`config.mk`:
```
export PLATFORM = sky130hd
export DESIGN_NAME = qdr4_ctrl
export DESIGN_NICKNAME = d
export VERILOG_FILES = /design/src/rtl/qdr4_pkg.sv /design/src/rtl/qdr4_port_issue.sv /design/src/rtl/qdr4_wr_beats.sv /design/src/rtl/qdr4_rd_capture.sv /design/src/rtl/qdr4_ctrl.sv
export SDC_FILE = /design/constraint.sdc
export NUM_CORES = 1
export LEC_CHECK = 0
export ABC_AREA = 1
export BUFFER_PORTS_ARGS = -buffer_cell sky130_fd_sc_hd__buf_2
export CORE_MARGIN = 1.5
export CORE_UTILIZATION = 56
export DETAILED_ROUTE_END_ITERATION = 8
export PLACE_DENSITY = 0.87
export SYNTH_ARGS = -nofsm -noshare
export SYNTH_HDL_FRONTEND = slang
export SYNTH_SLANG_ARGS = --single-unit
```
`constraint.sdc`:
```
create_clock -name clk -period 3.7 [get_ports clk]
set_input_delay 0.37 -clock clk [delete_from_list [all_inputs] [get_ports clk]]
set_output_delay 0.37 -clock clk [all_outputs]
set_load 0.1 [all_outputs]
```
`src/rtl/qdr4_pkg.sv`:
```
`timescale 1ns/1ps
package qdr4_pkg;
   localparam int BURST  = 4;
   localparam int LANE_W = 9;

   typedef enum logic {
      PH_K_LOW  = 1'b0,
      PH_K_HIGH = 1'b1
   } kphase_e;
endpackage

```
`src/rtl/qdr4_port_issue.sv`:
```
`timescale 1ns/1ps
module qdr4_port_issue #(
   parameter int ADDR_W = 19
) (
   input  logic              clk,
   input  logic              rst_n,
   input  logic              launch,
   input  logic              req_valid,
   input  logic [ADDR_W-1:0] req_addr,
   output logic              req_ready,
   output logic              accept,
   output logic              sel_n,
   output logic [ADDR_W-1:0] mem_addr
);
   logic blocked;

   assign req_ready = launch & ~blocked;
   assign accept    = req_valid & req_ready;

   always_ff @(posedge clk or negedge rst_n) begin
      if (!rst_n) begin
         sel_n    <= 1'b1;
         blocked  <= 1'b0;
         mem_addr <= '0;
      end else begin
         sel_n <= ~accept;
         if (launch) blocked <= accept;
         if (accept) mem_addr <= req_addr;
      end
   end

   // a select low at one K rise must be high at the next one
   a_r4_no_back_to_back: assert property (@(posedge clk) disable iff (!rst_n)
      !sel_n |=> ##1 sel_n);

   // ready withdrawn through the blocked K cycle
   a_r3_ready_dropped: assert property (@(posedge clk) disable iff (!rst_n)
      accept |=> ##1 !req_ready);
endmodule

```
`src/rtl/qdr4_wr_beats.sv`:
```
`timescale 1ns/1ps
module qdr4_wr_beats #(
   parameter int DATA_W = 36,
   parameter int LANES  = 4
) (
   input  logic                            clk,
   input  logic                            rst_n,
   input  logic                            accept,
   input  logic [qdr4_pkg::BURST*DATA_W-1:0] wr_data,
   input  logic [qdr4_pkg::BURST*LANES-1:0]  wr_be,
   output logic [DATA_W-1:0]               mem_d,
   output logic [LANES-1:0]                mem_bmask_n
);
   localparam int NB   = qdr4_pkg::BURST;
   localparam int LW   = $clog2(NB + 1);

   logic [NB*DATA_W-1:0] hold_d, sh_d;
   logic [NB*LANES-1:0]  hold_be, sh_be;
   logic [1:0]           go;
   logic [LW-1:0]        left;

   always_ff @(posedge clk or negedge rst_n) begin
      if (!rst_n) begin
         hold_d      <= '0;
         hold_be     <= '0;
         sh_d        <= '0;
         sh_be       <= '0;
         go          <= '0;
         left        <= '0;
         mem_d       <= '0;
         mem_bmask_n <= '1;
      end else begin
         go <= {go[0], accept};
         if (accept) begin
            hold_d  <= wr_data;
            hold_be <= wr_be;
         end
         if (go[1]) begin
            mem_d       <= hold_d[DATA_W-1:0];
            mem_bmask_n <= ~hold_be[LANES-1:0];
            sh_d        <= hold_d >> DATA_W;
            sh_be       <= hold_be >> LANES;
            left        <= LW'(NB - 1);
         end else if (left != '0) begin
            mem_d       <= sh_d[DATA_W-1:0];
            mem_bmask_n <= ~sh_be[LANES-1:0];
            sh_d        <= sh_d >> DATA_W;
            sh_be       <= sh_be >> LANES;
            left        <= left - 1'b1;
         end else begin
            mem_d       <= '0;
            mem_bmask_n <= '1;
         end
      end
   end

   // a new burst never cuts into a running one
   a_r5_no_overlap: assert property (@(posedge clk) disable iff (!rst_n)
      go[1] |-> (left == '0));
endmodule

```
`src/rtl/qdr4_rd_capture.sv`:
```
`timescale 1ns/1ps
module qdr4_rd_capture #(
   parameter int DATA_W       = 36,
   parameter int RD_LAT_TICKS = 3
) (
   input  logic                              clk,
   input  logic                              rst_n,
   input  logic                              accept,
   input  logic [DATA_W-1:0]                 mem_q,
   output logic                              rsp_valid,
   output logic [qdr4_pkg::BURST*DATA_W-1:0] rsp_data
);
   localparam int NB   = qdr4_pkg::BURST;
   localparam int PIPE = RD_LAT_TICKS + NB;

   if (RD_LAT_TICKS < 1) begin : g_bad_lat
      $error("RD_LAT_TICKS must be at least 1");
   end

   logic [PIPE-1:0] track;

   always_ff @(posedge clk or negedge rst_n) begin
      if (!rst_n) begin
         track     <= '0;
         rsp_valid <= 1'b0;
      end else begin
         track     <= {track[PIPE-2:0], accept};
         rsp_valid <= track[PIPE-1];
      end
   end

   for (genvar j = 0; j < NB; j++) begin : g_cap
      logic [DATA_W-1:0] beat_r;
      always_ff @(posedge clk or negedge rst_n) begin
         if (!rst_n)                       beat_r <= '0;
         else if (track[RD_LAT_TICKS + j]) beat_r <= mem_q;
      end
      assign rsp_data[j*DATA_W +: DATA_W] = beat_r;
   end

   // response valid is a single-clock pulse
   a_r8_single_pulse: assert property (@(posedge clk) disable iff (!rst_n)
      rsp_valid |=> !rsp_valid);
endmodule

```
`src/rtl/qdr4_ctrl.sv`:
```
`timescale 1ns/1ps
module qdr4_ctrl #(
   parameter int ADDR_W       = 19,
   parameter int DATA_W       = 36,
   parameter int RD_LAT_TICKS = 3
) (
   input  logic                                   clk,
   input  logic                                   rst_n,
   input  logic                                   rd_req_valid,
   output logic                                   rd_req_ready,
   input  logic [ADDR_W-1:0]                      rd_req_addr,
   input  logic                                   wr_req_valid,
   output logic                                   wr_req_ready,
   input  logic [ADDR_W-1:0]                      wr_req_addr,
   input  logic [qdr4_pkg::BURST*DATA_W-1:0]      wr_req_data,
   input  logic [qdr4_pkg::BURST*(DATA_W/9)-1:0]  wr_req_be,
   output logic                                   rd_rsp_valid,
   output logic [qdr4_pkg::BURST*DATA_W-1:0]      rd_rsp_data,
   output logic                                   mem_kphase,
   output logic                                   mem_rsel_n,
   output logic [ADDR_W-1:0]                      mem_rd_addr,
   output logic                                   mem_wsel_n,
   output logic [ADDR_W-1:0]                      mem_wr_addr,
   output logic [DATA_W/9-1:0]                    mem_bmask_n,
   output logic [DATA_W-1:0]                      mem_d,
   input  logic [DATA_W-1:0]                      mem_q
);
   import qdr4_pkg::*;

   localparam int LANES = DATA_W / LANE_W;

   if (DATA_W % LANE_W != 0) begin : g_bad_width
      $error("DATA_W must be a whole number of 9-bit lanes");
   end
   if (ADDR_W < 1) begin : g_bad_addr
      $error("ADDR_W must be positive");
   end

   kphase_e ph;
   logic    launch, rd_accept, wr_accept;

   always_ff @(posedge clk or negedge rst_n) begin
      if (!rst_n) ph <= PH_K_HIGH;
      else        ph <= (ph == PH_K_HIGH) ? PH_K_LOW : PH_K_HIGH;
   end

   assign launch     = (ph == PH_K_HIGH);
   assign mem_kphase = (ph == PH_K_HIGH);

   qdr4_port_issue #(.ADDR_W(ADDR_W)) u_rd_issue (
      .clk(clk), .rst_n(rst_n), .launch(launch),
      .req_valid(rd_req_valid), .req_addr(rd_req_addr),
      .req_ready(rd_req_ready), .accept(rd_accept),
      .sel_n(mem_rsel_n), .mem_addr(mem_rd_addr)
   );

   qdr4_port_issue #(.ADDR_W(ADDR_W)) u_wr_issue (
      .clk(clk), .rst_n(rst_n), .launch(launch),
      .req_valid(wr_req_valid), .req_addr(wr_req_addr),
      .req_ready(wr_req_ready), .accept(wr_accept),
      .sel_n(mem_wsel_n), .mem_addr(mem_wr_addr)
   );

   qdr4_wr_beats #(.DATA_W(DATA_W), .LANES(LANES)) u_wr_beats (
      .clk(clk), .rst_n(rst_n), .accept(wr_accept),
      .wr_data(wr_req_data), .wr_be(wr_req_be),
      .mem_d(mem_d), .mem_bmask_n(mem_bmask_n)
   );

   qdr4_rd_capture #(.DATA_W(DATA_W), .RD_LAT_TICKS(RD_LAT_TICKS)) u_rd_capture (
      .clk(clk), .rst_n(rst_n), .accept(rd_accept), .mem_q(mem_q),
      .rsp_valid(rd_rsp_valid), .rsp_data(rd_rsp_data)
   );

   // masks stay high unless a write was selected within the last few ticks
   a_r7_idle_mask: assert property (@(posedge clk) disable iff (!rst_n)
      (mem_wsel_n && $past(mem_wsel_n) && $past(mem_wsel_n, 2) &&
       $past(mem_wsel_n, 3) && $past(mem_wsel_n, 4) && $past(mem_wsel_n, 5))
      |-> (&mem_bmask_n));

   // a select only goes low right after the K-high half
   a_r2_sel_after_launch: assert property (@(posedge clk) disable iff (!rst_n)
      (!mem_rsel_n || !mem_wsel_n) |-> !mem_kphase);
endmodule

```
==> Yosys cells after proc, flatten, opt, wreduce, memory -nomap -nowiden <==
Index checks and enable logic that the tools add are counted.
{ "totals": {"out_inout_bits": 228, "input_bits": 238, "register_bits": 560, "wordCells": 45} }
{ "classes": {"bitwise_logic": 10, "add_sub_neg": 1, "n_reduce_logical": 2, "mux": 11} }
{ "op_table": {"columns": ["op", "count"], "rows": [
  ["$mux W144", 2],
  ["$mux W36", 2],
  ["$mux W16", 2],
  ["$mux W4", 2],
  ["$not A4 Y4", 2],
  ["$mux W3", 2],
  ["$and A1 B1 Y1", 4],
  ["$not A1 Y1", 4],
  ["$reduce_bool A3 Y1", 1],
  ["$sub A3 B1 Y3 const B", 1],
  ["$reduce_bool A2 Y1", 1],
  ["$mux W1", 1]
]} }

==> Depth between registers and ports, before layout <==
{ "depth": {"depth_word": 4, "ltp_mapped": 8, "mapped_depth_nobuf": 5} }

==> Hierarchy <==
A second synthesis with hierarchy kept.
{ "unflattened": {"cells_unflattened": 2415, "area_unflattened_um2": 21250.4} }
{ "modules_own_cells": {"columns": ["module", "area_each_um2", "instances", "seq_area_each_um2", "cells_per_inst"], "rows": [
  ["qdr4_wr_beats", 13624.3, 1, 8137.8, 1613],
  ["qdr4_rd_capture", 5861.9, 1, 3803.6, 616],
  ["qdr4_port_issue", 867.1, 2, 526.8, 92],
  ["qdr4_ctrl", 30.0, 1, 26.3, 2]
]} }

==> Worst setup path after synthesis <==
OpenSTA, ideal clock, no wires.
{ "synth_path": {"path_type": "register to output", "start": "reg ph (netlist: mem_kphase)", "end": "out rd_req_ready", "n_path_buf": 2, "path_slack_ns": 0.812, "path_stages_with_launch": 5, "arrival_ns": 2.518, "t_required_ns": 3.330, "cell_sequence": "dfstp_2 clkbuf_2 buf_4 inv_1 nor2_1"} }
{ "synth_via": {"elab_chain_cells": 1} }
{ "synth_rtl": {"columns": ["element", "line_no", "text"], "rows": [
  ["start, declared", "qdr4_ctrl.sv:39", "kphase_e ph;"],
  ["start signal, assigned", "qdr4_ctrl.sv:44", "else ph <= (ph == PH_K_HIGH) ? PH_K_LOW : PH_K_HIGH;"],
  ["$and A1 B1 Y1", "qdr4_port_issue.sv:17", "assign req_ready = launch & ~blocked;"],
  ["end, declared", "qdr4_ctrl.sv:10", "output logic rd_req_ready,"]
]} }
No other way between the ends.

==> Worst setup path in the final report <==
{ "layout_path": {"start": "reg ph (netlist: mem_kphase)", "end": "out mem_kphase"} }
{ "layout_rtl": {"columns": ["element", "line_no", "text"], "rows": [
  ["end, declared", "qdr4_ctrl.sv:19", "output logic mem_kphase,"]
]} }
No word-level cell between the ends.

==> run_results.csv <==
group,metric,value,unit
status,outcome,"completed",
setup_path,crit_type,"flip-flop to output pin",
timing,maxSlewViolCount,0,
yosys,synth_top_family_by_area,"simple AND/OR/NAND/NOR gates",
timing,grt_setup_unrepaired,"false",
clock_tree,path_clk_slew,0.06,ns
power,power_leakage,14.1,nW
yosys,synthAdderAreaFrac,0.115,%
floorplan,ios,466,
route,avgRoutedWirePerCell,18.1,um
floorplan,die_w,200,um
yosys,synth_top_cell_by_area,"dfrtp_1",
floorplan,num_rows,71,
setup_path,slowest_stage,"dfstp_4",
yosys,synth_xor_area_share,0.0404,%
yosys,netlist_top_cells_count,"nand2_1 (1,074), dfrtp_1 (513), nand4_1 (279)",
floorplan,start_util,57.3,%
yosys,synth.most_common_cell,"nand2_1",
grt,grt_max_degree,121,
timing,period_needed,2.81,ns
setup_path,critPathRequiredTime,3.33,ns
route,routed_wl,60.7,mm
timing,period_share,75.9,%
yosys,ys_types,19,
floorplan,core,37800,um^2
yosys,async_reset_ff_share,100,%
clock_tree,clockBufferDepth,3,
power,total_power,18.3,mW
floorplan,die_y,200,um
route,via_count,18942,
final_layout,syn2layout_area_growth,18.6,%
yosys,synth-seq-cells,520,
setup_path,cp_data_arrival_time,2.44,ns
timing,max_freq,0.356,GHz
grt,grt_pass1_vias,18195,
timing,finalSetupViolations,0,
placed_design,port_buffers,465,
yosys,ys.flop_type,"dfrtp_1",
yosys,syn_area,21700,um^2
yosys,synth_compound_area_share,4.29,%
floorplan,dieArea,39900,um^2
placed_design,dpl.hpwl,39.3,mm
route,ant_nets,0,
clock_tree,cts_made_buffers,51,
route,drc,0,
yosys,synth_simple_gate_area_share,27.7,%
grt,grt_overflow,0,
timing,worstMarginPinSlew,1.28,ns
yosys,avgSynthCellArea,8.83,um^2
power,vdd_ir_drop_max,0.745,mV
yosys,synth_warnings,0,
setup_path,crit_chain,"buf_4, buf_2",
yosys,synth_top_area_share,59.2,%
clock_tree,cts_tree,"built",
final_layout,finalNetCount,3047,
yosys,netlist_top_cells_area,"dfrtp_1 (59%), nand2_1 (19%), nand4_1 (8.1%)",
timing,slew_headroom,14.5,%
clock_tree,cts_resized,0,
setup_path,critPathLaunchType,"flip-flop",
grt,antenna_found_initial,4,
yosys,synthCells,2454,
grt,grt_usage,29.9,%
setup_path,max_stage_delay,0.66,ns
clock_tree,htree_levels,2,
yosys,synth_nets,2694,
grt,grt_pass1_wl,93.9,mm
job,max_cap_viol_count,0,
yosys,synth_edf_count,0,
clock_tree,cts_num_sinks,520,
route,drtIter0Drc,1717,
timing,clock_skew,0.0172,ns
route,via_per_inst,5.64,
timing,fin_tns_setup,0,ns
setup_path,cp-end-kind,"output pin",
clock_tree,cts_root_buf,"clkbuf_16",
worst_hold_path,holdCritPathClass,"primary input to flip-flop",
yosys,synth_mux_area_share,0,%
final_layout,layout-drive-gt1-share,20.8,%
route,dr.pass1.iters,6,
clock_tree,clk_latency,0.59,ns
power,power_density,713,nW/um^2
timing,hold_viol_final,0,
placed_design,gp_congestion,0.876,
setup_path,critPathMaxFanout,76,
yosys,seq_area_frac_synth,60.1,%
## final timing paths
| check | start | cells after the start | slack [ns] | endpoint |
|---|---|---|---|---|
| min in group asynchronous | rst_n | 2 | 0.50 | u_rd_capture.g_cap[0].beat_r[24]$_DFFE_PN0P_ |
| min | rd_req_addr[4] | 3 | 0.03 | u_rd_issue.mem_addr[4]$_DFFE_PN0P_ |
| max | mem_kphase$_DFF_PN1_ | 2 | 0.89 | mem_kphase |
| max reg2reg | u_wr_beats.go[1]$_DFF_PN0_ | 5 | 1.04 | u_wr_beats.sh_d[61]$_DFFE_PN0P_ |
| min reg2reg | u_rd_capture.track[1]$_DFF_PN0_ | 0 | 0.35 | u_rd_capture.track[2]$_DFF_PN0_ |
| max in group asynchronous | rst_n | 3 | 2.23 | u_wr_beats.sh_d[104]$_DFFE_PN0P_ |
## critical path, delay by kind of cell, from the launching register on
kind,cells,cell delay [ns]
buf+inv,2,1.17
flops,1,0.66
## per-layer routing
layer | part of all wire, % | global-route usage (%) | vias to the layer above
li1 | - | - | 8608
met1 | 37 | 36.5 | 9155
met2 | 50 | 50.9 | 962
met3 | 7.7 | 5.85 | 213
met4 | 4.8 | 14.7 | 4
met5 | 0.038 | 0.123 | -
## repair_timing
item	in CTS	in global routing
setup buffers	0	0
hold buffers	1	0
hold endpoints to repair	108	0
## flip-flops by register name, indices dropped and copies added, names as in the netlist
register	flops
u_rd_capture.g_cap.beat_r	144
u_wr_beats.hold_d	144
u_wr_beats.sh_d	108
u_wr_beats.mem_d	36
u_rd_issue.mem_addr	19
u_wr_issue.mem_addr	19
u_wr_beats.hold_be	16
u_wr_beats.sh_be	12
u_rd_capture.track	7
u_wr_beats.mem_bmask_n	4
u_wr_beats.left	3
u_wr_beats.go	2
mem_kphase	1
u_rd_capture.rsp_valid	1
u_rd_issue.blocked	1
u_rd_issue.sel_n	1
u_wr_issue.blocked	1
u_wr_issue.sel_n	1
## cells by family after synthesis
family	Yosys count
xor gates and xnor gates	1
adders and majority gates	2
buffers and inverters	348
DFF	520
AOI/OAI and AO/OA	186
and+or+nand+nor	1397
## layout make-up
cell class,instances,area [um^2]
fill,2782,12100
clock inverter,20,350
tap,511,639
inverter,153,582
clock buffer,72,1450
timing repair buffer,495,2670
sequential,520,13000
antenna,2,5.00
multi-input combinational,1586,6990
## where the power goes
group	switching (mW)	total, mW	internal [mW]
combinational	4.80	5.69	0.887
sequential	0.543	7.10	6.56
clock	2.18	5.54	3.35
## metrics by stage
stage               hold slack [ns]  util, %  setup WS [ns]  area (um^2)  cells
finish                       0.0274     67.9          0.890        25700   3359
global route                 0.0232     67.9          0.829        25700   3359
CTS                          0.0138     67.9          0.918        25700   3357
detailed placement            0.338     63.2           1.12        23900   3264
global placement              0.335     63.2           1.20        23900   3264
floorplan                    0.0744        -          0.812        21700   2454
## cells in the final DEF (no fill, tap or decap), types with 2 or more instances in the layout
cell type | synthesis | routed
diode_2 | 0 | 2
nand3_4 | 0 | 2
nand3_1 | 40 | 39
inv_6 | 0 | 5
clkbuf_1 | 49 | 12
nor2_1 | 3 | 3
dfstp_2 | 7 | 6
clkbuf_16 | 0 | 51
nand4_1 | 279 | 279
inv_1 | 151 | 150
clkbuf_8 | 0 | 9
buf_12 | 0 | 8
clkinv_4 | 0 | 2
dfrtp_2 | 0 | 4
buf_2 | 95 | 463
nand2_1 | 1074 | 1073
o21ai_0 | 186 | 186
bufinv_16 | 0 | 9
dfrtp_1 | 513 | 508
clkinv_2 | 0 | 4
buf_4 | 26 | 21
(Power assumes the default switching activity.)
